===== src/rtl/cfm_pkg.sv =====
package cfm_pkg;

  // Outcome of one cycle at the commit port
  typedef enum logic [1:0] {
    CMP_IDLE  = 2'd0,  // nothing to check (no commit, bubble, or external flush)
    CMP_FIRST = 2'd1,  // commit accepted unchecked, expectation invalid
    CMP_MATCH = 2'd2,  // commit address equals expectation
    CMP_MISS  = 2'd3   // commit address differs from expectation
  } cmp_kind_e;

  // Classify a commit slot. External flush beats everything.
  function automatic cmp_kind_e classify(input logic valid,
                                         input logic bubble,
                                         input logic ext_flush,
                                         input logic exp_valid,
                                         input logic addr_eq);
    cmp_kind_e k;
    if (!valid || bubble || ext_flush) k = CMP_IDLE;
    else if (!exp_valid)               k = CMP_FIRST;
    else if (addr_eq)                  k = CMP_MATCH;
    else                               k = CMP_MISS;
    return k;
  endfunction

  function automatic logic kind_loads(input cmp_kind_e k);
    return (k == CMP_FIRST) || (k == CMP_MATCH);
  endfunction

endpackage


===== src/rtl/cfm_compare.sv =====
module cfm_compare
  import cfm_pkg::*;
#(
  parameter int ADDR_W = 32
) (
  input  logic              commit_valid,
  input  logic              commit_bubble,
  input  logic              ext_flush,
  input  logic              exp_valid,
  input  logic [ADDR_W-1:0] exp_addr,
  input  logic [ADDR_W-1:0] commit_pc,
  output cmp_kind_e         kind,
  output logic              accept,
  output logic              mismatch
);

  logic addr_eq;

  always_comb begin
    addr_eq  = (commit_pc == exp_addr);
    kind     = classify(commit_valid, commit_bubble, ext_flush, exp_valid, addr_eq);
    accept   = kind_loads(kind);
    mismatch = (kind == CMP_MISS);
  end

endmodule


===== src/rtl/cfm_expect_reg.sv =====
module cfm_expect_reg #(
  parameter int ADDR_W = 32
) (
  input  logic              clk,
  input  logic              rst_n,
  input  logic              load,
  input  logic [ADDR_W-1:0] load_addr,
  input  logic              invalidate,
  output logic [ADDR_W-1:0] exp_addr,
  output logic              exp_valid
);

  always_ff @(posedge clk or negedge rst_n) begin
    if (!rst_n) begin
      exp_addr  <= '0;
      exp_valid <= 1'b0;
    end else if (invalidate) begin
      exp_valid <= 1'b0;
    end else if (load) begin
      exp_addr  <= load_addr;
      exp_valid <= 1'b1;
    end
  end

endmodule


===== src/rtl/cfm_redirect.sv =====
module cfm_redirect #(
  parameter int ADDR_W = 32
) (
  input  logic              clk,
  input  logic              rst_n,
  input  logic              trigger,
  input  logic [ADDR_W-1:0] target,
  output logic              flush_req,
  output logic              err_pulse,
  output logic [ADDR_W-1:0] redirect_pc
);

  always_ff @(posedge clk or negedge rst_n) begin
    if (!rst_n) begin
      flush_req   <= 1'b0;
      err_pulse   <= 1'b0;
      redirect_pc <= '0;
    end else begin
      flush_req <= trigger;
      err_pulse <= trigger;
      if (trigger) redirect_pc <= target;
    end
  end

endmodule


===== src/rtl/cf_commit_monitor.sv =====
module cf_commit_monitor
  import cfm_pkg::*;
#(
  parameter int ADDR_W = 32
) (
  input  logic              clk,
  input  logic              rst_n,
  input  logic              cm_valid,
  input  logic              cm_bubble,
  input  logic [ADDR_W-1:0] cm_pc,
  input  logic [ADDR_W-1:0] cm_next_pc,
  input  logic              pipe_flush,
  output logic              flush_req,
  output logic              cf_error,
  output logic [ADDR_W-1:0] redirect_pc,
  output logic [ADDR_W-1:0] sig_lookup_addr,
  output logic              sig_lookup_valid
);

  // Named internal events, observed by the bound checker
  cmp_kind_e         chk_kind;
  logic              chk_accept;
  logic              chk_mismatch;
  logic              chk_invalidate;
  logic [ADDR_W-1:0] exp_addr;
  logic              exp_valid;

  cfm_compare #(.ADDR_W(ADDR_W)) u_cmp (
    .commit_valid (cm_valid),
    .commit_bubble(cm_bubble),
    .ext_flush    (pipe_flush),
    .exp_valid    (exp_valid),
    .exp_addr     (exp_addr),
    .commit_pc    (cm_pc),
    .kind         (chk_kind),
    .accept       (chk_accept),
    .mismatch     (chk_mismatch)
  );

  assign chk_invalidate = pipe_flush | chk_mismatch;

  cfm_expect_reg #(.ADDR_W(ADDR_W)) u_exp (
    .clk       (clk),
    .rst_n     (rst_n),
    .load      (chk_accept),
    .load_addr (cm_next_pc),
    .invalidate(chk_invalidate),
    .exp_addr  (exp_addr),
    .exp_valid (exp_valid)
  );

  cfm_redirect #(.ADDR_W(ADDR_W)) u_rdr (
    .clk        (clk),
    .rst_n      (rst_n),
    .trigger    (chk_mismatch),
    .target     (exp_addr),
    .flush_req  (flush_req),
    .err_pulse  (cf_error),
    .redirect_pc(redirect_pc)
  );

  assign sig_lookup_addr  = exp_addr;
  assign sig_lookup_valid = exp_valid;

endmodule


===== config.mk =====
export PLATFORM = sky130hd
export DESIGN_NAME = cf_commit_monitor
export DESIGN_NICKNAME = d
export VERILOG_FILES = /design/src/rtl/cfm_pkg.sv /design/src/rtl/cfm_compare.sv /design/src/rtl/cfm_expect_reg.sv /design/src/rtl/cfm_redirect.sv /design/src/rtl/cf_commit_monitor.sv
export SDC_FILE = /design/constraint.sdc
export NUM_CORES = 1
export LEC_CHECK = 0
export ABC_AREA = 1
export BUFFER_PORTS_ARGS = -buffer_cell sky130_fd_sc_hd__buf_2
export CORE_MARGIN = 2
export CORE_UTILIZATION = 51
export CTS_CLUSTER_DIAMETER = 200
export DETAILED_ROUTE_END_ITERATION = 8
export MAX_ROUTING_LAYER = met4
export PLACE_DENSITY = 0.85
export SYNTH_ARGS = -nofsm -noshare
export SYNTH_HDL_FRONTEND = slang
export SYNTH_SLANG_ARGS = --single-unit
export TNS_END_PERCENT = 5

===== constraint.sdc =====
create_clock -name clk -period 3.6 [get_ports clk]
set_input_delay 0.72 -clock clk [delete_from_list [all_inputs] [get_ports clk]]
set_output_delay 0.72 -clock clk [all_outputs]
set_load 0.02 [all_outputs]

# Word-level counts from Yosys, hierarchy flattened
# Index checks and enable logic that the tools add are counted.
# word_totals
romBits,0
elab_cells,21
output_inout_bits,67
input_bits,69
latch_bits,0
ramBits,0
ff_bits,66
memories,0
# classes
reduce_logical,6
muxes,5
order_cmp,0
shift,0
multipliers,0
eq_ne,4
n_div,0
add_sub_neg,0
bitwise_logic,2
# op_table
operator,count
$eq A32 B32 Y1,1
$eq A2 B2 Y1 const B,2
$mux W2,2
$logic_or A1 B1 Y1,3
$mux W1,3
$eq A2 B1 Y1 const B,1
$reduce_and A2 Y1,1
$reduce_bool A2 Y1,1
$logic_not A1 Y1,1
$not A1 Y1,1
$or A1 B1 Y1,1

# Logic depth before layout (Yosys ltp)
# Gate-level depths: netlist of run 1.
# logic_depth
depth_word,8
ltp_mapped,16

# Hierarchy
# Synthesis of run 1 repeated with hierarchy kept, for this count alone.
# hier_totals
cells_unflattened,433
hier_area_um2,3291.9
# by_module_without_submodules
mod,cells_per_inst,seq_area_each_um2,instances,area_each_um2
cfm_expect_reg,143,825.8,1,1331.3
cfm_redirect,138,825.8,1,1325.0
cfm_compare,149,0.0,1,624.3
cf_commit_monitor,3,0.0,1,11.3

# Worst setup path before layout of run 1
# OpenSTA, ideal clock, no wires.
# synth_timing
path_kind,in2reg
start,in cm_pc[11]
end,reg u_exp.exp_addr[10]
required_ns,3.475
arrival_time_ns,2.209
n_path_buf,2
path_slack_ns,1.266
stages,15
setup_time_ns,0.125
path_cell_list,inv_1 nand2_1 o21ai_0 nor2_1 nand2_1 nor2_1 nand2_1 nor2_1 nor2_1 ha_1 buf_6 nor2_4 nand2_4 buf_6 mux2_4
# synth_between
elab_chain_cells,8
# synth_rtl
element,line_no,rtl
from (decl),cf_commit_monitor.sv:10,"input logic [ADDR_W-1:0] cm_pc,"
$eq A32 B32 Y1,cfm_compare.sv:20,addr_eq = (commit_pc == exp_addr);
$mux W1,cfm_pkg.sv:20,else if (addr_eq) k = CMP_MATCH;
$mux W2,cfm_pkg.sv:19,else if (!exp_valid) k = CMP_FIRST;
$mux W2,cfm_pkg.sv:18,if (!valid || bubble || ext_flush) k = CMP_IDLE;
$eq A2 B2 Y1,cfm_compare.sv:23,mismatch = (kind == CMP_MISS);
via chk_mismatch,cf_commit_monitor.sv:23,logic chk_mismatch;
$or A1 B1 Y1,cf_commit_monitor.sv:40,assign chk_invalidate = pipe_flush | chk_mismatch;
$not A1 Y1 (no source line),--,
$reduce_and A2 Y1 (no source line),--,
to (signal assigned),cfm_expect_reg.sv:20,exp_addr <= load_addr;
to (decl),cfm_expect_reg.sv:9,"output logic [ADDR_W-1:0] exp_addr,"
# The timed path passes the listed nets, and every way through them passes these cells.
# A chain may end at the register's enable or synchronous reset.

# Final worst setup path of run 1
# layout_timing
start,in cm_pc[8]
end,reg u_exp.exp_addr[13]
# Same word-level chain as after synthesis.

==> impl_metrics.sql, run 1 <==
INSERT INTO impl_metrics (metric_group, metric, value, unit) VALUES
('run_status', 'run_status', 'finished, final reports clean', ''),
('floorplanning', 'placementRows', '28', ''),
('cts', 'clkSinkCount', '66', ''),
('min_path', 'hold_crit_path_type', 'flop to flop', ''),
('synth', 'synth_area_per_cell', '8.61', 'um2'),
('synth', 'synth-xor-area-share', '1.99', '%'),
('floorplanning', 'io-pin-count', '136', ''),
('worst_setup_path', 'critical_path.cell_chain', 'buf_2 > nor2_1 > nor2_1 > nor2_1 > nand2_1 > nor2_1 > nand2_1 > nor2_1 > nor2_1 > ha_1 > nor2_4 > nand2_4 > mux2_4', ''),
('synth', 'fraction_of_synthesized_area_in_multiplexers', '7.19', '%'),
('drt', 'detailedRoute.firstPassIterationCount', '4', ''),
('layout', 'final_util', '68.8', '%'),
('sta', 'finalHoldViolCount', '0', ''),
('worst_setup_path', 'delay_of_the_slowest_cell_on_the_worst_path', '0.43', 'ns'),
('sta', 'final.setup.tns', '0', 'ns'),
('cts', 'clock_insertion_delay_worst_skew', '0.33', 'ns'),
('worst_setup_path', 'crit_type', 'input port to flop', ''),
('layout', 'ant_cells', '0', ''),
('cts', 'number_of_buffers_inserted_to_repair_setup_after_cts', '0', ''),
('worst_setup_path', 'setup.worst_path.start', 'cm_pc[8]', ''),
('drt', 'detailroute.via_count', '2796', ''),
('worst_setup_path', 'timing.reg2reg.worst_path_depth', '12', ''),
('layout', 'areaGrowthSynthToFinish', '31.4', '%'),
('sta', 'timing.clock.skew', '0.0115', 'ns'),
('worst_setup_path', 'worst-r2r-setup-slack', '0.97', 'ns'),
('synth', 'syn_nets', '428', ''),
('sta', 'final-max-slew-violation-count', '0', ''),
('global_route', 'grt_first_pass_wirelength', '11800', 'um'),
('worst_setup_path', 'crit_slowest_cell', 'mux2_4', ''),
('power_and_ir_drop', 'power.density', '576', 'nW/um2'),
('sta', 'setup_viol', '0', ''),
('global_route', 'antenna_found_initial', '0', ''),
('floorplanning', 'initial_utilization', '52.4', '%'),
('sta', 'share_of_the_cycle_needed_by_the_critical_path_after_routing', '73.6', '%'),
('min_path', 'hold_end', 'u_rdr.redirect_pc[22]$_DFFE_PN0N_', ''),
('power_and_ir_drop', 'power.total', '2.33', 'mW'),
('placed_design', 'portBuffers', '135', ''),
('placed_design', 'routabilityCongestion', '0.826', ''),
('synth', 'synth-edff-count', '0', ''),
('floorplanning', 'die_outline_height', '81.7', 'um'),
('worst_setup_path', 'critPathLaunchType', 'input port', ''),
('floorplanning', 'core-area', '5890', 'um2'),
('synth', 'synth_seq_area_share', '53.6', '%'),
('worst_setup_path', 'crit_path_frequent_cell', 'nor2_1', ''),
('global_route', 'overflow', '0', ''),
('synth', 'yosys_warnings', '0', ''),
('synth', 'synth_simple_gate_area_share', '22.2', '%'),
('cts', 'cts_tree', 'built', ''),
('drt', 'detailedRoute.firstIterationViolations', '147', ''),
('synth', 'yosys.area.top_type_share', '53.6', '%'),
('synth', 'yosys.area_share.adder', '0.406', '%'),
('cts', 'cts_made_buffers', '9', ''),
('sta', 'hold_slack', '0.470', 'ns'),
('global_route', 'grt_max_degree', '67', ''),
('drt', 'avgViaCountPerCell', '4.87', ''),
('floorplanning', 'dieArea', '6680', 'um2'),
('placed_design', 'dpl.hpwl', '5750', 'um'),
('synth', 'cell_type_with_the_largest_total_area_after_synthesis', 'dfrtp_1', ''),
('sta', 'rsz0062_at_grt', 'no', ''),
('synth', 'ys_types', '22', ''),
('global_route', 'grtUsageTotal', '24.4', '%'),
('sta', 'highest_clock_rate', '0.378', 'GHz'),
('cts', 'clk_root_buffer_cell', 'clkbuf_8', ''),
('min_path', 'hold_path.startpoint', 'u_rdr.redirect_pc[22]$_DFFE_PN0N_', ''),
('synth', 'synth_top_family_by_area', 'simple AND/OR/NAND/NOR gates', ''),
('synth', 'synth-main-ff-cell', 'dfrtp_1', ''),
('cts', 'post_cts_hold_buffer_count', '0', ''),
('worst_setup_path', 'required', '3.81', 'ns'),
('worst_setup_path', 'rr_startpoint', 'u_exp.exp_addr[8]$_DFFE_PN0P_', ''),
('min_path', 'worst_hold_path.num_cells', '2', ''),
('cts', 'htree_num_levels', '3', ''),
('synth', 'synth_area', '3080', 'um2');
logic make-up after synthesis:
logic type                 count (synthesis)
DFF                                       66
buffers and inverters                     55
AOI/OAI and AO/OA                         41
xor gates and xnor gates                   7
and+or+nand+nor                          173
adders and majority gates                  1
muxes                                     15
metrics by stage:
step / area [um2] / std cells / worst slack, ns
after floorplan: 3080 / 358 / 1.27
after global placement: 3800 / 558 / 0.657
after detailed placement: 3800 / 558 / 0.574
after CTS: 4050 / 574 / 0.932
after global routing: 4050 / 574 / 0.755
final: 4050 / 574 / 0.952
worst max-delay path: cells and delay by family:
kind,cells,cell delay [ns]
AND/OR/NAND/NOR,10,1.29
adder cells (fa/ha/maj),1,0.31
multiplexers,1,0.43
buffers and inverters,1,0.11
routing by layer:
layer	wire (um)	vias to the layer above	part of all wire, %	GRT usage, %
li1	-	1371	-	-
met1	3260	1290	41	29.3
met2	3940	114	50	39.2
met3	538	21	6.8	4.73
met4	203	0	2.6	12.7
met5	0	-	0	-
registers in the layout, indices dropped and copies added (netlist names):
register           count
u_exp.exp_addr        32
u_exp.exp_valid        1
u_rdr.flush_req        1
u_rdr.redirect_pc     32
power breakdown:
group	internal, mW	switching, mW	total, mW
sequential	0.855	0.104	0.959
combinational	0.242	0.361	0.603
clock	0.480	0.291	0.771
area by class of cell:
class	instances	area, um2
inverters	42	158
repair buffers	138	711
clock inverters	6	114
multi-input cells	237	1180
clock buffers	10	138
flip-flops and latches	66	1650
well taps	75	93.8
fillers	478	1840
cell usage after synthesis (2+ instances only):
| cell | number |
|---|---|
| a21oi_1 | 17 |
| buf_2 | 4 |
| buf_6 | 4 |
| clkbuf_1 | 4 |
| dfrtp_1 | 66 |
| inv_1 | 42 |
| mux2_4 | 14 |
| nand2_1 | 121 |
| nand3_1 | 2 |
| nand3b_1 | 2 |
| nor2_1 | 43 |
| o21ai_0 | 24 |
| xnor2_1 | 4 |
| xor2_1 | 3 |
placed cells by master, fill, tap and decap left out, drive strengths merged, types with 4 or more instances in the layout:
| cell type | count |
|---|---|
| o21ai | 24 |
| clkbuf | 10 |
| inv | 42 |
| nand2 | 122 |
| mux2 | 15 |
| dfrtp | 66 |
| nor2 | 44 |
| xnor2 | 4 |
| a21oi | 17 |
| buf | 138 |
worst max-delay path by stage:
stage,to,slack [ns],cells after the start
after floorplan,u_exp.exp_addr[10]$_DFFE_PN0P_,1.27,15
after global placement,u_exp.exp_addr[8]$_DFFE_PN0P_,0.66,12
after detailed placement,u_exp.exp_addr[4]$_DFFE_PN0P_,0.57,13
after CTS,u_exp.exp_addr[13]$_DFFE_PN0P_,0.93,13
after global routing,u_exp.exp_addr[20]$_DFFE_PN0P_,0.75,12
final,u_exp.exp_addr[13]$_DFFE_PN0P_,0.95,13
No activity file was read; power rests on OpenSTA's default activity.
==> run 2: changes to the inputs <==
--- a/config.mk
+++ b/config.mk
@@ -8,11 +8,11 @@
 export ABC_AREA = 1
 export BUFFER_PORTS_ARGS = -buffer_cell sky130_fd_sc_hd__buf_2
 export CORE_MARGIN = 2
-export CORE_UTILIZATION = 51
+export CORE_UTILIZATION = 43
 export CTS_CLUSTER_DIAMETER = 200
 export DETAILED_ROUTE_END_ITERATION = 8
 export MAX_ROUTING_LAYER = met4
-export PLACE_DENSITY = 0.85
+export PLACE_DENSITY = 0.77
 export SYNTH_ARGS = -nofsm -noshare
 export SYNTH_HDL_FRONTEND = slang
 export SYNTH_SLANG_ARGS = --single-unit
==> constraint.sdc (replaced) <==
create_clock -name clk -period 2.2 [get_ports clk]
set_input_delay 0.44 -clock clk [delete_from_list [all_inputs] [get_ports clk]]
set_output_delay 0.44 -clock clk [all_outputs]
set_load 0.02 [all_outputs]
==> run 2 against run 1 <==
Routed wire length grew 7.4%; hold slack worse by 0.36 ns; final cell count is 8.4% higher; setup slack got worse by 0.94 ns; design area increased by 9.4%; sequential power is 62% higher; via count rose by 3.2%; die area increased by 18%; power increased by 53%; sequential share of layout area down 3.5 points; critical path depth stayed put; combinational power is 92% higher; largest cell class unchanged; largest power group unchanged; highest routed layer unchanged.
==> impl_metrics.sql, run 2 (synthesis gave the netlist of run 1 again) <==
INSERT INTO impl_metrics (metric_group, metric, value, unit) VALUES
('job', 'maxCapViolations', '0', ''),
('power_and_ir_drop', 'power.density', '805', 'nW/um2'),
('global_route', 'overflow', '0', ''),
('cts', 'cts_tree', 'built', ''),
('worst_setup_path', 'critPathTopFamily', 'simple AND/OR/NAND/NOR gates', ''),
('power_and_ir_drop', 'power.sequential.fraction', '43.3', '%'),
('power_and_ir_drop', 'cellLeakagePower', '2.58', 'nW'),
('power_and_ir_drop', 'power_frac_comb', '32.4', '%'),
('floorplanning', 'die_outline_height', '88.7', 'um'),
('worst_setup_path', 'setup.worst_path.end_class', 'flop', ''),
('layout', 'seq_area', '1650', 'um2'),
('cts', 'max-clock-path-buffers', '2', ''),
('sta', 'hold_slack', '0.114', 'ns'),
('cts', 'cts_made_buffers', '9', ''),
('cts', 'htree_num_levels', '3', ''),
('sta', 'finalHoldViolCount', '0', ''),
('drt', 'avgRoutedWirePerCell', '13.7', 'um'),
('floorplanning', 'die_w', '88.7', 'um'),
('run_status', 'run_status', 'finished, final reports clean', ''),
('cts', 'clkSinkCount', '66', ''),
('cts', 'cts.reportedPaths.clkPinSlew', '0.07', 'ns'),
('layout', 'final_layout_size_suffix_gt1_share', '43.0', '%'),
('drt', 'detailedRoute.firstIterationViolations', '159', ''),
('worst_setup_path', 'required', '2.42', 'ns'),
('drt', 'antenna_nets_post_route', '0', ''),
('power_and_ir_drop', 'irDropWorstVdd', '0.361', 'mV'),
('sta', 'final.setup.worst_slack', '0.0153', 'ns'),
('layout', 'final_common_cell', 'buf_2', ''),
('placed_design', 'routabilityCongestion', '0.812', ''),
('sta', 'min_period', '2.18', 'ns'),
('floorplanning', 'dieArea', '7860', 'um2'),
('power_and_ir_drop', 'power.share.switching', '34.9', '%'),
('floorplanning', 'core-area', '6870', 'um2'),
('layout', 'final_nets', '593', ''),
('drt', 'drt-total-wl', '8530', 'um'),
('sta', 'slew_at_the_pin_with_the_worst_max_slew_slack', '0.616', 'ns'),
('worst_setup_path', 'critical_path.cell_chain', 'nand2_1 > o21ai_0 > nor2_1 > nand2_1 > nor2_1 > nand2_1 > nor2_1 > nor2_1 > ha_2 > nor2_4 > nand2_8 > clkbuf_16 > mux2_4', ''),
('worst_setup_path', 'cp.arrival', '2.40', 'ns'),
('global_route', 'grt_pass1_vias', '2658', ''),
('global_route', 'grt_first_pass_wirelength', '12100', 'um'),
('worst_setup_path', 'crit_path_frequent_cell', 'nor2_1', ''),
('worst_setup_path', 'crit_type', 'flop to flop', ''),
('drt', 'drc', '0', ''),
('cts', 'post_cts_hold_buffer_count', '0', ''),
('layout', 'areaGrowthSynthToFinish', '43.8', '%'),
('layout', 'layout_top_registers', 'u_exp.exp_addr x32, u_rdr.redirect_pc x32', ''),
('worst_setup_path', 'delay_of_the_slowest_cell_on_the_worst_path', '0.42', 'ns'),
('layout', 'final_util', '64.5', '%'),
('drt', 'detailedRoute.firstPassIterationCount', '4', ''),
('sta', 'highest_clock_rate', '0.458', 'GHz'),
('sta', 'timing.clock.skew', '0.00766', 'ns'),
('min_path', 'hold_crit_path_type', 'input port to async pin', ''),
('power_and_ir_drop', 'clock_power_share', '24.2', '%'),
('placed_design', 'dpl.hpwl', '6040', 'um'),
('power_and_ir_drop', 'p_int', '2.32', 'mW'),
('cts', 'clk_root_buffer_cell', 'clkbuf_8', ''),
('worst_setup_path', 'worst-r2r-setup-slack', '0.02', 'ns'),
('worst_setup_path', 'critPathMaxFanout', '6', ''),
('power_and_ir_drop', 'p_sw', '1.24', 'mW'),
('floorplanning', 'placementRows', '30', ''),
('global_route', 'antenna_found_initial', '0', ''),
('sta', 'share_of_the_cycle_needed_by_the_critical_path_after_routing', '99.3', '%'),
('placed_design', 'portBuffers', '135', ''),
('worst_setup_path', 'rr_startpoint', 'u_exp.exp_addr[17]$_DFFE_PN0P_', ''),
('worst_setup_path', 'crit_slowest_cell', 'dfrtp_1', ''),
('sta', 'rsz0062_at_grt', 'yes', ''),
('worst_setup_path', 'worstReg2RegEnd', 'u_exp.exp_addr[2]$_DFFE_PN0P_', ''),
('floorplanning', 'io-pin-count', '136', ''),
('cts', 'clock_insertion_delay_worst_skew', '0.34', 'ns'),
('worst_setup_path', 'critical_path_buf_inv_count', '1', ''),
('drt', 'avgViaCountPerCell', '4.64', ''),
('global_route', 'grtUsageTotal', '20.9', '%'),
('layout', 'layout_common_cells', '135 x buf_2, 121 x nand2_1, 66 x dfrtp_1', ''),
('sta', 'final-max-slew-violation-count', '0', ''),
('sta', 'slew_headroom', '58.9', '%'),
('sta', 'setup_viol', '0', ''),
('worst_setup_path', 'timing.reg2reg.worst_path_depth', '13', ''),
('layout', 'multi_input_area', '1280', 'um2'),
('layout', 'ant_cells', '0', ''),
('layout', 'fillers', '599', ''),
('worst_setup_path', 'critPathLaunchType', 'flop', ''),
('placed_design', 'place_worst_setup_slack', '-0.108', 'ns'),
('floorplanning', 'initial_utilization', '44.9', '%'),
('drt', 'detailroute.via_count', '2885', ''),
('global_route', 'grt_max_degree', '31', '');
## run 2: per-stage QoR
step | setup TNS (ns) | power, mW | std cells | instance area (um2)
finish | 0 | 3.57 | 622 | 4430
global route | -2.64 | 3.77 | 622 | 4430
detailed placement | -2.32 | 2.65 | 599 | 4030
global placement | -1.88 | 2.62 | 599 | 4030
CTS | 0 | 3.52 | 613 | 4190
floorplan | 0 | 2.18 | 358 | 3080
## run 2: power groups by stage
stage | logic [mW] | clock network [mW] | registers, mW
CTS | 1.09 | 0.884 | 1.54
global route | 1.26 | 0.940 | 1.57
finish | 1.16 | 0.864 | 1.55
detailed placement | 1.09 | 0 | 1.56
floorplan | 0.383 | 0 | 1.80
global placement | 1.07 | 0 | 1.56
## run 2: timing repair
item / in CTS / in global routing
setup endpoints to repair: 10 / 39
cloned: 0 / 3
resized for setup: 1 / 37
pin swaps: 0 / 7
buffers inserted: 0 / 6
## run 2: worst max-delay path by stage
stage                                    from                              to  slack [ns]  cells after the start
6_report       u_exp.exp_addr[17]$_DFFE_PN0P_   u_exp.exp_addr[2]$_DFFE_PN0P_        0.02                     13
5_1_grt        u_exp.exp_addr[19]$_DFFE_PN0P_  u_exp.exp_addr[17]$_DFFE_PN0P_       -0.13                     15
4_1_cts         u_exp.exp_addr[8]$_DFFE_PN0P_   u_exp.exp_addr[2]$_DFFE_PN0P_        0.01                     12
3_5_place_dp                         cm_pc[1]   u_exp.exp_addr[2]$_DFFE_PN0P_       -0.11                     13
3_3_place_gp                        cm_pc[17]   u_exp.exp_addr[2]$_DFFE_PN0P_       -0.09                     14
2_1_floorplan   u_exp.exp_addr[6]$_DFFE_PN0P_  u_exp.exp_addr[10]$_DFFE_PN0P_        0.09                     13
## run 2: layer usage
layer / part of all wire (%) / up-vias / GRT usage (%)
met5: 0 / - / -
met4: 1.5 / 0 / 8.13
met3: 4.2 / 13 / 3.54
met2: 51 / 95 / 35.5
met1: 43 / 1353 / 24.6
li1: - / 1424 / -
## run 2: area by class of cell
cell class,instances,share of cell area [%]
multi-input combinational,237,28.9
clock inverter,4,0.452
timing repair buffer,167,24.0
tap,96,2.71
sequential,66,37.3
clock buffer,10,3.11
inverter,42,3.56
==> run 3: changes to the inputs <==
--- a/config.mk
+++ b/config.mk
@@ -7,13 +7,13 @@
 export LEC_CHECK = 0
 export ABC_AREA = 1
 export BUFFER_PORTS_ARGS = -buffer_cell sky130_fd_sc_hd__buf_2
-export CORE_MARGIN = 2
-export CORE_UTILIZATION = 43
+export CORE_UTILIZATION = 44
 export CTS_CLUSTER_DIAMETER = 200
 export DETAILED_ROUTE_END_ITERATION = 8
 export MAX_ROUTING_LAYER = met4
 export PLACE_DENSITY = 0.77
 export SYNTH_ARGS = -nofsm -noshare
 export SYNTH_HDL_FRONTEND = slang
+export SYNTH_HIERARCHICAL = 1
 export SYNTH_SLANG_ARGS = --single-unit
 export TNS_END_PERCENT = 5
==> run 3 against run 2 <==
Routed wire length barely moved; hold slack got worse by 0.018 ns; sequential cell count did not move; critical path depth rose by 3; sequential power barely moved; power fell by 3.0%; largest power group unchanged.
==> impl_metrics.sql, run 3 <==
INSERT INTO impl_metrics (metric_group, metric, value, unit) VALUES
('run_status', 'run_status', 'finished, final reports clean', ''),
('power_and_ir_drop', 'clock_power_share', '29.5', '%'),
('drt', 'drt-total-wl', '8530', 'um'),
('worst_setup_path', 'critPathLaunchType', 'flop', ''),
('power_and_ir_drop', 'power.sequential.fraction', '45.0', '%'),
('drt', 'detailroute.via_count', '3107', ''),
('synth', 'synth_compound_gate_area_share', '0.912', '%'),
('power_and_ir_drop', 'irDropWorstVdd', '0.319', 'mV'),
('placed_design', 'portBuffers', '135', ''),
('worst_setup_path', 'required', '2.42', 'ns'),
('synth', 'yosys.area.top_type_share', '50.2', '%'),
('synth', 'synth_area_leaders', 'dfrtp_1 50%, nand2_1 24%, nand3_1 5.3%, inv_1 5.0%, nor2_1 3.1%', ''),
('synth', 'synthMostInstantiatedCell', 'nand2_1', ''),
('global_route', 'grt_max_degree', '67', ''),
('synth', 'synth_seq_cells', '66', ''),
('sta', 'timing.clock.skew', '0.00589', 'ns'),
('layout', 'final_nets', '642', ''),
('power_and_ir_drop', 'power.share.switching', '33.9', '%'),
('sta', 'highest_clock_rate', '0.483', 'GHz'),
('synth', 'yosys.area_share.adder', '0.380', '%'),
('drt', 'detailedRoute.firstIterationViolations', '153', ''),
('synth', 'synth_seq_area_share', '50.2', '%'),
('cts', 'clkSinkCount', '66', ''),
('synth', 'synth_simple_gate_area_share', '35.6', '%'),
('min_path', 'hold_crit_path_type', 'input port to async pin', ''),
('sta', 'slew_at_the_pin_with_the_worst_max_slew_slack', '0.354', 'ns'),
('layout', 'layout_common_cells', '213 x nand2_1, 135 x buf_2, 66 x dfrtp_1', ''),
('synth', 'async_reset_ff_share', '100', '%'),
('worst_setup_path', 'crit_type', 'flop to flop', ''),
('drt', 'drc', '0', ''),
('synth', 'fraction_of_synthesized_area_in_multiplexers', '0', '%'),
('global_route', 'grtUsageTotal', '22.6', '%'),
('job', 'maxCapViolations', '0', ''),
('worst_setup_path', 'critPathMaxFanout', '10', ''),
('placed_design', 'dpl.hpwl', '5780', 'um'),
('sta', 'share_of_the_cycle_needed_by_the_critical_path_after_routing', '94.0', '%'),
('global_route', 'antenna_found_initial', '0', ''),
('cts', 'htree_num_levels', '3', ''),
('drt', 'antenna_nets_post_route', '0', ''),
('power_and_ir_drop', 'power.density', '803', 'nW/um2'),
('power_and_ir_drop', 'p_int', '2.29', 'mW'),
('power_and_ir_drop', 'cellLeakagePower', '2.66', 'nW'),
('sta', 'final.setup.worst_slack', '0.132', 'ns'),
('synth', 'ys_types', '21', ''),
('power_and_ir_drop', 'p_sw', '1.17', 'mW'),
('cts', 'cts_made_buffers', '9', ''),
('global_route', 'grt_first_pass_wirelength', '12800', 'um'),
('power_and_ir_drop', 'power_frac_comb', '25.5', '%'),
('worst_setup_path', 'cp.arrival', '2.29', 'ns'),
('synth', 'syn_nets', '503', ''),
('cts', 'clk_root_buffer_cell', 'clkbuf_8', ''),
('floorplanning', 'die_outline_height', '88.5', 'um'),
('layout', 'areaGrowthSynthToFinish', '30.9', '%'),
('worst_setup_path', 'worst-r2r-setup-slack', '0.13', 'ns'),
('floorplanning', 'placementRows', '31', ''),
('layout', 'final_layout_size_suffix_gt1_share', '31.2', '%'),
('worst_setup_path', 'timing.reg2reg.worst_path_depth', '16', ''),
('layout', 'final_common_cell', 'nand2_1', ''),
('sta', 'final-max-slew-violation-count', '0', ''),
('sta', 'min_period', '2.07', 'ns'),
('floorplanning', 'die_w', '88.5', 'um'),
('floorplanning', 'dieArea', '7830', 'um2'),
('synth', 'synth_top_family_by_area', 'simple AND/OR/NAND/NOR gates', ''),
('synth', 'yosys_warnings', '6', ''),
('synth', 'synth-edff-count', '0', ''),
('synth', 'cell_type_with_the_largest_total_area_after_synthesis', 'dfrtp_1', ''),
('drt', 'avgRoutedWirePerCell', '12.6', 'um'),
('synth', 'synth_area', '3290', 'um2'),
('sta', 'slew_headroom', '76.4', '%'),
('sta', 'finalHoldViolCount', '0', ''),
('synth', 'synth-main-ff-cell', 'dfrtp_1', ''),
('layout', 'final_util', '59.4', '%'),
('layout', 'fillers', '691', ''),
('cts', 'clock_insertion_delay_worst_skew', '0.33', 'ns'),
('drt', 'detailedRoute.firstPassIterationCount', '4', ''),
('floorplanning', 'io-pin-count', '136', ''),
('placed_design', 'place_worst_setup_slack', '-0.0393', 'ns'),
('placed_design', 'routabilityCongestion', '0.848', ''),
('layout', 'seq_area', '1650', 'um2'),
('worst_setup_path', 'setup.worst_path.end_class', 'flop', ''),
('synth', 'synth_commonest_cells', '213 x nand2_1, 66 x dfrtp_1, 44 x inv_1', ''),
('cts', 'max-clock-path-buffers', '2', ''),
('floorplanning', 'initial_utilization', '45.4', '%'),
('global_route', 'overflow', '0', ''),
('layout', 'ant_cells', '0', ''),
('cts', 'cts.reportedPaths.clkPinSlew', '0.07', 'ns'),
('layout', 'multi_input_area', '1320', 'um2'),
('cts', 'post_cts_hold_buffer_count', '0', ''),
('cts', 'cts_tree', 'built', ''),
('layout', 'layout_top_registers', 'u_exp/exp_addr x32, u_rdr/redirect_pc x32', ''),
('sta', 'setup_viol', '0', ''),
('floorplanning', 'core-area', '7250', 'um2'),
('drt', 'avgViaCountPerCell', '4.60', ''),
('synth', 'netlist_instances', '433', ''),
('global_route', 'grt_pass1_vias', '2797', ''),
('worst_setup_path', 'worstReg2RegEnd', 'u_exp/exp_addr[8]$_DFFE_PN0P_', ''),
('synth', 'synth_area_per_cell', '7.60', 'um2'),
('synth', 'synth-xor-area-share', '1.86', '%'),
('worst_setup_path', 'rr_startpoint', 'u_exp/exp_addr[6]$_DFFE_PN0P_', '');
run 3: layout make-up:
class,instances,area share [%]
Clock buffer,11,3.51
Clock inverter,5,1.22
Inverter,46,4.30
Multi-Input combinational cell,304,30.7
Sequential cell,66,38.3
Tap cell,99,2.87
Timing Repair Buffer,145,19.0
run 3: repair_timing:
item | CTS | global route
gates resized for setup | 0 | 15
buffers inserted | 0 | 2
endpoints found under the setup margin | 0 | 45
run 3: routing by layer:
| metal | track usage [%] | wire, um | vias up |
|---|---|---|---|
| li1 | - | - | 1573 |
| met1 | 27.4 | 3690 | 1423 |
| met2 | 36.7 | 4330 | 101 |
| met3 | 4.57 | 416 | 10 |
| met4 | 9.38 | 95 | 0 |
| met5 | - | 0 | - |
run 3: critical path: stages (launching register included):
cell and delay, ns:
dfrtp_1 0.43, nand2_1 0.09, inv_1 0.04, nor2_1 0.09, nor2_1 0.06, nand2_1 0.07
nor2_1 0.05, nand2_1 0.11, nor2_2 0.05, nor2_1 0.18, ha_4 0.18, inv_1 0.04
nand2_1 0.10, clkinv_4 0.15, clkbuf_16 0.20, nand3_1 0.06, nand2_1 0.06
run 3: cells by family (layout without fill, tap and decap cells):
kind of cell	count (synthesis)	in the layout
AOI/OAI and AO/OA	6	6
xor gates and xnor gates	7	7
adders and majority gates	1	1
buffers and inverters	64	207
DFF	66	66
and+or+nand+nor	289	290
run 3: power by group through the flow:
stage,combinational [mW],sequential [mW],clock (mW)
3_5_place_dp,0.845,1.58,0
5_1_grt,0.986,1.58,1.11
3_3_place_gp,0.825,1.57,0
4_1_cts,0.849,1.56,1.04
6_report,0.882,1.56,1.02
2_1_floorplan,0.323,1.74,0
run 3: worst max path at each step:
stage	slack, ns	start	cells past startpoint	endpoint
floorplan	0.31	u_exp/exp_addr[11]$_DFFE_PN0P_	17	u_exp/exp_addr[10]$_DFFE_PN0P_
global placement	0.02	cm_pc[5]	17	u_exp/exp_addr[24]$_DFFE_PN0P_
detailed placement	-0.04	cm_pc[5]	17	u_exp/exp_addr[10]$_DFFE_PN0P_
CTS	0.07	u_exp/exp_addr[5]$_DFFE_PN0P_	15	u_exp/exp_addr[6]$_DFFE_PN0P_
global route	-0.03	u_exp/exp_addr[13]$_DFFE_PN0P_	16	u_exp/exp_addr[20]$_DFFE_PN0P_
finish	0.13	u_exp/exp_addr[6]$_DFFE_PN0P_	16	u_exp/exp_addr[8]$_DFFE_PN0P_
run 3: per-stage QoR:
stage	total power, mW	instance area, um2	hold slack, ns	cells	setup TNS [ns]
after global routing	3.68	4310	0.130	676	-0.279
after CTS	3.45	4190	0.116	672	0
after floorplan	2.06	3290	0.144	433	0
final	3.46	4310	0.0954	676	0
after global placement	2.40	3990	0.450	656	0
after detailed placement	2.42	3990	0.453	656	-0.320
